===== src/rtl/frc_pkg.sv =====
package frc_pkg;

  typedef enum logic {
    WIN_IDLE = 1'b0,
    WIN_OPEN = 1'b1
  } win_state_e;

  localparam int unsigned FRC_RATIO_W = 4;

endpackage


===== src/rtl/frc_reset_sync.sv =====
module frc_reset_sync #(
  parameter int unsigned STAGES = 2
) (
  input  logic clk,
  input  logic rst_n_i,
  output logic rst_n_o
);

  logic [STAGES-1:0] sync_q;
  logic [STAGES-1:0] sync_d;

  always_comb begin
    sync_d = {sync_q[STAGES-2:0], 1'b1};
  end

  always_ff @(posedge clk or negedge rst_n_i) begin
    if (!rst_n_i) begin
      sync_q <= '0;
    end else begin
      sync_q <= sync_d;
    end
  end

  assign rst_n_o = sync_q[STAGES-1];

endmodule


===== src/rtl/frc_cal_window.sv =====
module frc_cal_window
  import frc_pkg::*;
#(
  parameter int unsigned CNT_W = 12
) (
  input  logic             clk,
  input  logic             rst_n,
  input  logic             cal_en_i,
  input  logic             blocked_i,
  output logic             busy_o,
  output logic             done_o,
  output logic [CNT_W-1:0] count_o
);

  win_state_e       state_q, state_d;
  logic             cal_q;
  logic [CNT_W-1:0] cnt_q, cnt_d;
  logic             cnt_en;
  logic             start;
  logic             done;

  // Next-state logic: opening, counting, closing and aborting the window
  always_comb begin
    state_d = state_q;
    cnt_d   = cnt_q;
    cnt_en  = 1'b0;
    done    = 1'b0;
    start   = cal_en_i && !cal_q && !blocked_i;
    case (state_q)
      WIN_IDLE: begin
        if (start) begin
          state_d = WIN_OPEN;
          cnt_d   = CNT_W'(1);
          cnt_en  = 1'b1;
        end
      end
      WIN_OPEN: begin
        if (blocked_i) begin
          state_d = WIN_IDLE;
        end else if (!cal_en_i) begin
          state_d = WIN_IDLE;
          done    = 1'b1;
        end else if (cnt_q != {CNT_W{1'b1}}) begin
          cnt_d  = cnt_q + 1'b1;
          cnt_en = 1'b1;
        end
      end
      default: state_d = WIN_IDLE;
    endcase
  end

  always_ff @(posedge clk or negedge rst_n) begin
    if (!rst_n) begin
      state_q <= WIN_IDLE;
      cal_q   <= 1'b0;
      cnt_q   <= '0;
    end else begin
      state_q <= state_d;
      cal_q   <= cal_en_i;
      if (cnt_en) begin
        cnt_q <= cnt_d;
      end
    end
  end

  assign busy_o  = (state_q == WIN_OPEN);
  assign done_o  = done;
  assign count_o = cnt_q;


  start_gate_chk: assert property (@(posedge clk) disable iff (!rst_n)
    $rose(busy_o) |-> $past(cal_en_i && !blocked_i));


  abort_chk: assert property (@(posedge clk) disable iff (!rst_n)
    (busy_o && blocked_i) |=> !busy_o);


  close_chk: assert property (@(posedge clk) disable iff (!rst_n)
    (busy_o && !cal_en_i) |=> !busy_o);

endmodule


===== src/rtl/frc_ratio_quant.sv =====
module frc_ratio_quant #(
  parameter int unsigned CNT_W      = 12,
  parameter int unsigned RATIO_W    = 4,
  parameter int unsigned UNIT_SHIFT = 4,
  parameter int unsigned RATIO_MIN  = 1,
  parameter int unsigned RATIO_MAX  = 15
) (
  input  logic [CNT_W-1:0]   count_i,
  output logic [RATIO_W-1:0] ratio_o
);

  localparam int unsigned QW   = CNT_W + 1;
  localparam int unsigned HALF = (UNIT_SHIFT > 0) ? (1 << (UNIT_SHIFT - 1)) : 0;

  logic [QW-1:0] sum;
  logic [QW-1:0] quot;

  always_comb begin
    sum  = {1'b0, count_i} + QW'(HALF);
    quot = sum >> UNIT_SHIFT;
    if (quot < QW'(RATIO_MIN)) begin
      ratio_o = RATIO_W'(RATIO_MIN);
    end else if (quot > QW'(RATIO_MAX)) begin
      ratio_o = RATIO_W'(RATIO_MAX);
    end else begin
      ratio_o = quot[RATIO_W-1:0];
    end
  end

endmodule


===== src/rtl/frc_frame_div.sv =====
module frc_frame_div #(
  parameter int unsigned RATIO_W    = 4,
  parameter int unsigned FRAME_BASE = 1088,
  parameter int unsigned RATIO_RST  = 4
) (
  input  logic               clk,
  input  logic               rst_n,
  input  logic               load_i,
  input  logic [RATIO_W-1:0] load_ratio_i,
  output logic [RATIO_W-1:0] ratio_o,
  output logic               tick_o
);

  localparam int unsigned LINE_W = $clog2(FRAME_BASE);

  logic [RATIO_W-1:0] active_q, active_d;
  logic [RATIO_W-1:0] pend_q, pend_d;
  logic               pend_vld_q, pend_vld_d;
  logic [RATIO_W-1:0] pre_q, pre_d;
  logic [LINE_W-1:0]  line_q, line_d;
  logic               pre_last, line_last, tick;

  // Next-state logic: two-stage frame timer and boundary ratio swap
  always_comb begin
    pre_last  = (pre_q == active_q - 1'b1);
    line_last = (line_q == LINE_W'(FRAME_BASE - 1));
    tick      = pre_last && line_last;

    pre_d  = pre_last ? '0 : pre_q + 1'b1;
    line_d = line_q;
    if (pre_last) begin
      line_d = line_last ? '0 : line_q + 1'b1;
    end

    active_d   = active_q;
    pend_d     = pend_q;
    pend_vld_d = pend_vld_q;
    if (tick && pend_vld_q) begin
      active_d   = pend_q;
      pend_vld_d = 1'b0;
    end
    if (load_i) begin
      pend_d     = load_ratio_i;
      pend_vld_d = 1'b1;
    end
  end

  always_ff @(posedge clk or negedge rst_n) begin
    if (!rst_n) begin
      active_q   <= RATIO_W'(RATIO_RST);
      pend_q     <= RATIO_W'(RATIO_RST);
      pend_vld_q <= 1'b0;
      pre_q      <= '0;
      line_q     <= '0;
    end else begin
      active_q   <= active_d;
      pend_vld_q <= pend_vld_d;
      pre_q      <= pre_d;
      line_q     <= line_d;
      if (load_i) begin
        pend_q <= pend_d;
      end
    end
  end

  assign ratio_o = active_q;
  assign tick_o  = tick;


  ratio_on_boundary_chk: assert property (@(posedge clk) disable iff (!rst_n)
    !$stable(ratio_o) |-> $past(tick_o));


  tick_pulse_chk: assert property (@(posedge clk) disable iff (!rst_n)
    tick_o |=> !tick_o);

endmodule


===== src/rtl/frame_rate_cal.sv =====
module frame_rate_cal #(
  parameter int unsigned CNT_W      = 12,
  parameter int unsigned UNIT_SHIFT = 4,
  parameter int unsigned RATIO_MIN  = 1,
  parameter int unsigned RATIO_MAX  = 15,
  parameter int unsigned RATIO_RST  = 4,
  parameter int unsigned FRAME_BASE = 1088
) (
  input  logic       clk,
  input  logic       rst_n,
  input  logic       cal_en,
  input  logic       pwr_down,
  input  logic       partial_mode,
  output logic [3:0] ratio,
  output logic       frame_tick,
  output logic       cal_busy
);

  localparam int unsigned RW = frc_pkg::FRC_RATIO_W;

  logic             rst_sync_n;
  logic             blocked;
  logic             win_done;
  logic [CNT_W-1:0] win_count;
  logic [RW-1:0]    meas_ratio;

  assign blocked = pwr_down | partial_mode;

  frc_reset_sync #(.STAGES(2)) u_rst (
    .clk     (clk),
    .rst_n_i (rst_n),
    .rst_n_o (rst_sync_n)
  );

  frc_cal_window #(.CNT_W(CNT_W)) u_win (
    .clk       (clk),
    .rst_n     (rst_sync_n),
    .cal_en_i  (cal_en),
    .blocked_i (blocked),
    .busy_o    (cal_busy),
    .done_o    (win_done),
    .count_o   (win_count)
  );

  frc_ratio_quant #(
    .CNT_W      (CNT_W),
    .RATIO_W    (RW),
    .UNIT_SHIFT (UNIT_SHIFT),
    .RATIO_MIN  (RATIO_MIN),
    .RATIO_MAX  (RATIO_MAX)
  ) u_quant (
    .count_i (win_count),
    .ratio_o (meas_ratio)
  );

  frc_frame_div #(
    .RATIO_W    (RW),
    .FRAME_BASE (FRAME_BASE),
    .RATIO_RST  (RATIO_RST)
  ) u_div (
    .clk          (clk),
    .rst_n        (rst_sync_n),
    .load_i       (win_done),
    .load_ratio_i (meas_ratio),
    .ratio_o      (ratio),
    .tick_o       (frame_tick)
  );


  ratio_range_chk: assert property (@(posedge clk) disable iff (!rst_sync_n)
    (ratio >= 4'(RATIO_MIN)) && (ratio <= 4'(RATIO_MAX)));

endmodule


===== config.mk =====
export PLATFORM = sky130hd
export DESIGN_NAME = frame_rate_cal
export DESIGN_NICKNAME = d
export VERILOG_FILES = /design/src/rtl/frc_pkg.sv /design/src/rtl/frc_reset_sync.sv /design/src/rtl/frc_cal_window.sv /design/src/rtl/frc_ratio_quant.sv /design/src/rtl/frc_frame_div.sv /design/src/rtl/frame_rate_cal.sv
export SDC_FILE = /design/constraint.sdc
export NUM_CORES = 1
export LEC_CHECK = 0
export ABC_AREA = 1
export ABC_CLOCK_PERIOD_IN_PS = 1800
export BUFFER_PORTS_ARGS = -buffer_cell sky130_fd_sc_hd__buf_4
export CAP_MARGIN = 5
export CORE_ASPECT_RATIO = 2
export CORE_MARGIN = 3
export CORE_UTILIZATION = 55
export CTS_CLUSTER_DIAMETER = 40
export DETAILED_ROUTE_END_ITERATION = 6
export GPL_TIMING_DRIVEN = 0
export PLACE_DENSITY = 0.81
export SKIP_LAST_GASP = 1
export SLEW_MARGIN = 5
export SYNTH_ARGS = -nofsm -noshare
export SYNTH_HDL_FRONTEND = slang
export SYNTH_SLANG_ARGS = --single-unit
export TNS_END_PERCENT = 10

===== constraint.sdc =====
create_clock -name clk -period 1.8 [get_ports clk]
set_input_delay 0.36 -clock clk [delete_from_list [all_inputs] [get_ports clk]]
set_output_delay 0.36 -clock clk [all_outputs]
set_load 0.005 [all_outputs]

==> results.yml <==
synthesis:
  ys_seq_area_share_pct: 41.99
  synth_nets: 310
  synth_area_sq_um: 2390
  synth_cells: 300
  ys_types: 31
  synth_seq_cells: 40
  yosys_warnings: 0
  avgSynthCellArea_sq_um: 7.966
drt:
  routed-wl-met2_microns: 3078
  wl_met1_microns: 1874
  drtPass1Iterations: 4
  wirelength_microns: 5287
  drt_iter0_drc: 49
  wl_per_cell_microns: 13.84
  dr_total_vias: 2117
  vias_per_cell: 5.542
  drc: 0
  drtAntennaViolNets: 0
  maxUsedRoutingLayer: "met4"
  wl_met3_microns: 123
setup_path:
  startpoint: "u_div.ratio_o[0]$_DFFE_PN0P_"
  cp_slowest_stage_delay_ps: 400
  critPathRequiredTime_ps: 1440
  path_cells: "inv_2 -> ha_4 -> xnor2_2 -> nor2_2 -> nand3_1 -> nor2_2 -> buf_6 -> nand2_4 -> nor2_2 -> buf_4"
  cp.arrival_ps: 1810
  r2r-start: "u_div.ratio_o[0]$_DFFE_PN0P_"
  critPathKind: "reg2out"
  crit_path_end_kind: "primary output"
  crit_slowest_cell: "dfrtp_1"
  cpMostUsedCell: "nor2_2"
  path_max_fanout: 2
  crit_path_start_kind: "flip-flop"
hold_path:
  hold_start: "cal_en"
  hold_class: "in2reg"
global_routing:
  grt_pass1_vias: 2117
  grt_max_degree: 39
  track_usage_pct: 22.08
  grt_pass1_wl_microns: 8811
  antenna_found_initial: 0
  grt_overflow: 0
clock_network:
  numCtsBuffers: 5
  cts_tree: "yes"
  clockBufferDepth: 2
  cts.sink_count: 40
  clockRootBuffer: "clkbuf_8"
  clk_pin_slew_ps: 80
  insertion_delay_ps: 290
  h-tree-depth: 2
place:
  gp_congestion: 0.9781
  dpl.hpwl_microns: 3732
  dp_cells: 362
  pre_cts_ws_ps: -298.4
  port_buffers: 10
  placed_cell_area_sq_um: 2531
sta:
  hold_viol: 0
  fin_skew_ps: 7.331
  rsz0062_at_grt: "true"
  period_share_pct: 120.4
  slew_viol_final: 0
  relSlewSlack_pct: 43.24
  finalCriticalPeriod_ps: 2167
  fmax_mhz: 461.5
  worstMarginPinSlew_ps: 851.4
  fin_ws_ps: -366.9
  setup_viol: 7
layout:
  drive_gt1_share_pct: 22.42
  num-nets-final: 339
  stdcell_area_sq_um: 2803
  syn_to_final_growth_pct: 17.28
  antenna_cells: 0
  fin_cells: 382
pwr:
  vdd.ir_drop.worst_mv: 0.7148
  powerDensity_nw_per_um2: 659.7
  leakage_nw: 1.272
die:
  die_area_sq_um: 5220
  start_util_pct: 57.88
  num_io_pins: 11
  core_area_sq_um: 4129
  fp-row-count: 33
  die_y_microns: 99.22
  fp.dieW_microns: 52.61
run:
  maxCapViolCount: 0
status:
  status: "finished with violations"
  violations: "negative setup slack"
-- critical path: cells and delay by family (launching register included) --
family,cells,cell delay [ps]
fa+ha+maj,1,200
simple gates,5,470
buf+inv,3,320
xor+xnor,1,130
flops,1,400
-- what timing repair did --
action                                  CTS  global route
gates resized for setup                   6             7
endpoints found under the setup margin    6            28
hold endpoints to repair                  2             0
hold buffers                              1             0
setup buffers                             8             5
pin swaps                                 6             5
-- report_power, final --
group	leakage (nW)	switching [mW]	internal, mW
logic	0.696	0.0641	0.0522
registers	0.521	0.0577	0.940
clock network	0.0552	0.323	0.412
-- synth_stat cells, drive strengths merged --
library cell / instances / area, sq um
dfstp: 2 / 52.55
a21oi: 2 / 13.76
inv: 34 / 130.1
nand4: 15 / 100.1
nand2: 81 / 321.5
o31ai: 2 / 15.01
ha: 5 / 62.56
conb: 1 / 3.750
nand3: 26 / 150.2
nor3: 13 / 70.07
dfrtp: 38 / 950.9
xor2: 14 / 122.6
o21a: 1 / 7.510
nor2: 31 / 138.9
o21ai: 25 / 151.4
buf: 4 / 46.29
xnor2: 6 / 52.55
-- flip-flops by register name (all words and copies together), names as in the netlist, 2 cells and up --
| signal | count |
|---|---|
| u_div.pend_q | 4 |
| u_div.ratio_o | 4 |
| u_div.pre_q | 4 |
| u_win.count_o | 12 |
| u_rst.sync_q | 2 |
| u_div.line_q | 11 |
-- per-layer routing --
metal	GRT usage [%]	up-vias
li1	-	1036
met1	20.47	1005
met2	42.82	53
met3	2.549	23
met4	12.20	0
met5	0	-
-- final timing paths --
| kind | end | cells after the start | slack, ps |
|---|---|---|---|
| worst max-delay path | frame_tick | 10 | -370 |
| worst min-delay path | u_win.cal_q$_DFF_PN0_ | 1 | 190 |
| worst max register to register | u_div.ratio_o[3]$_DFFE_PN0P_ | 12 | -40 |
| worst min register to register | u_rst.sync_q[1]$_DFF_PN0_ | 0 | 360 |
| max in group asynchronous | u_div.line_q[4]$_DFFE_PN0N_ | 0 | 890 |
| min in group asynchronous | u_win.count_o[11]$_DFFE_PN0P_ | 0 | 380 |
-- cells in the final DEF, fill, tap and decap left out, types with 5 or more instances in the layout --
cell type | Yosys | final
nand2_1 | 76 | 75
dfrtp_1 | 38 | 37
inv_1 | 30 | 28
nand3_1 | 22 | 22
buf_4 | 2 | 21
nor2_1 | 24 | 21
o21ai_0 | 16 | 16
xor2_1 | 14 | 14
nand4_1 | 14 | 14
nor3_1 | 12 | 12
nor2_2 | 6 | 8
o21ai_2 | 7 | 7
inv_2 | 3 | 5
clkbuf_8 | 0 | 5
-- layout make-up --
type	instances	area, sq um
tap	52	65.06
clock inverter	2	35.03
sequential	40	1005
multi-input combinational	222	1265
inverter	34	130.1
timing repair buffer	22	183.9
clock buffer	6	72.57
buffer	4	46.29
fill	336	1326
-- cells by family (layout without fill, tap and decap cells) --
group | after synthesis | count (layout) | share of synthesized area (%)
AOI/OAI and AO/OA | 30 | 30 | 7.853
and+or+nand+nor | 166 | 166 | 32.67
DFF | 40 | 40 | 41.99
buffers and inverters | 38 | 68 | 7.382
adders and majority gates | 5 | 5 | 2.618
xor gates and xnor gates | 20 | 20 | 7.330
other | 1 | 1 | 0.1569
-- per-stage QoR --
| step | util, % | total power, mW | hold slack (ps) | TNS (ps) |
|---|---|---|---|---|
| after floorplan | - | 1.090 | 64.41 | -70.08 |
| after global placement | 61.27 | 1.126 | 142.8 | -262.3 |
| after detailed placement | 61.30 | 1.129 | 144.1 | -397.4 |
| after CTS | 66.27 | 1.857 | 184.6 | -857.8 |
| after global routing | 67.88 | 1.919 | 182.0 | -2194 |
| final | 67.88 | 1.849 | 186.4 | -539.5 |
(Power assumes the default switching activity.)
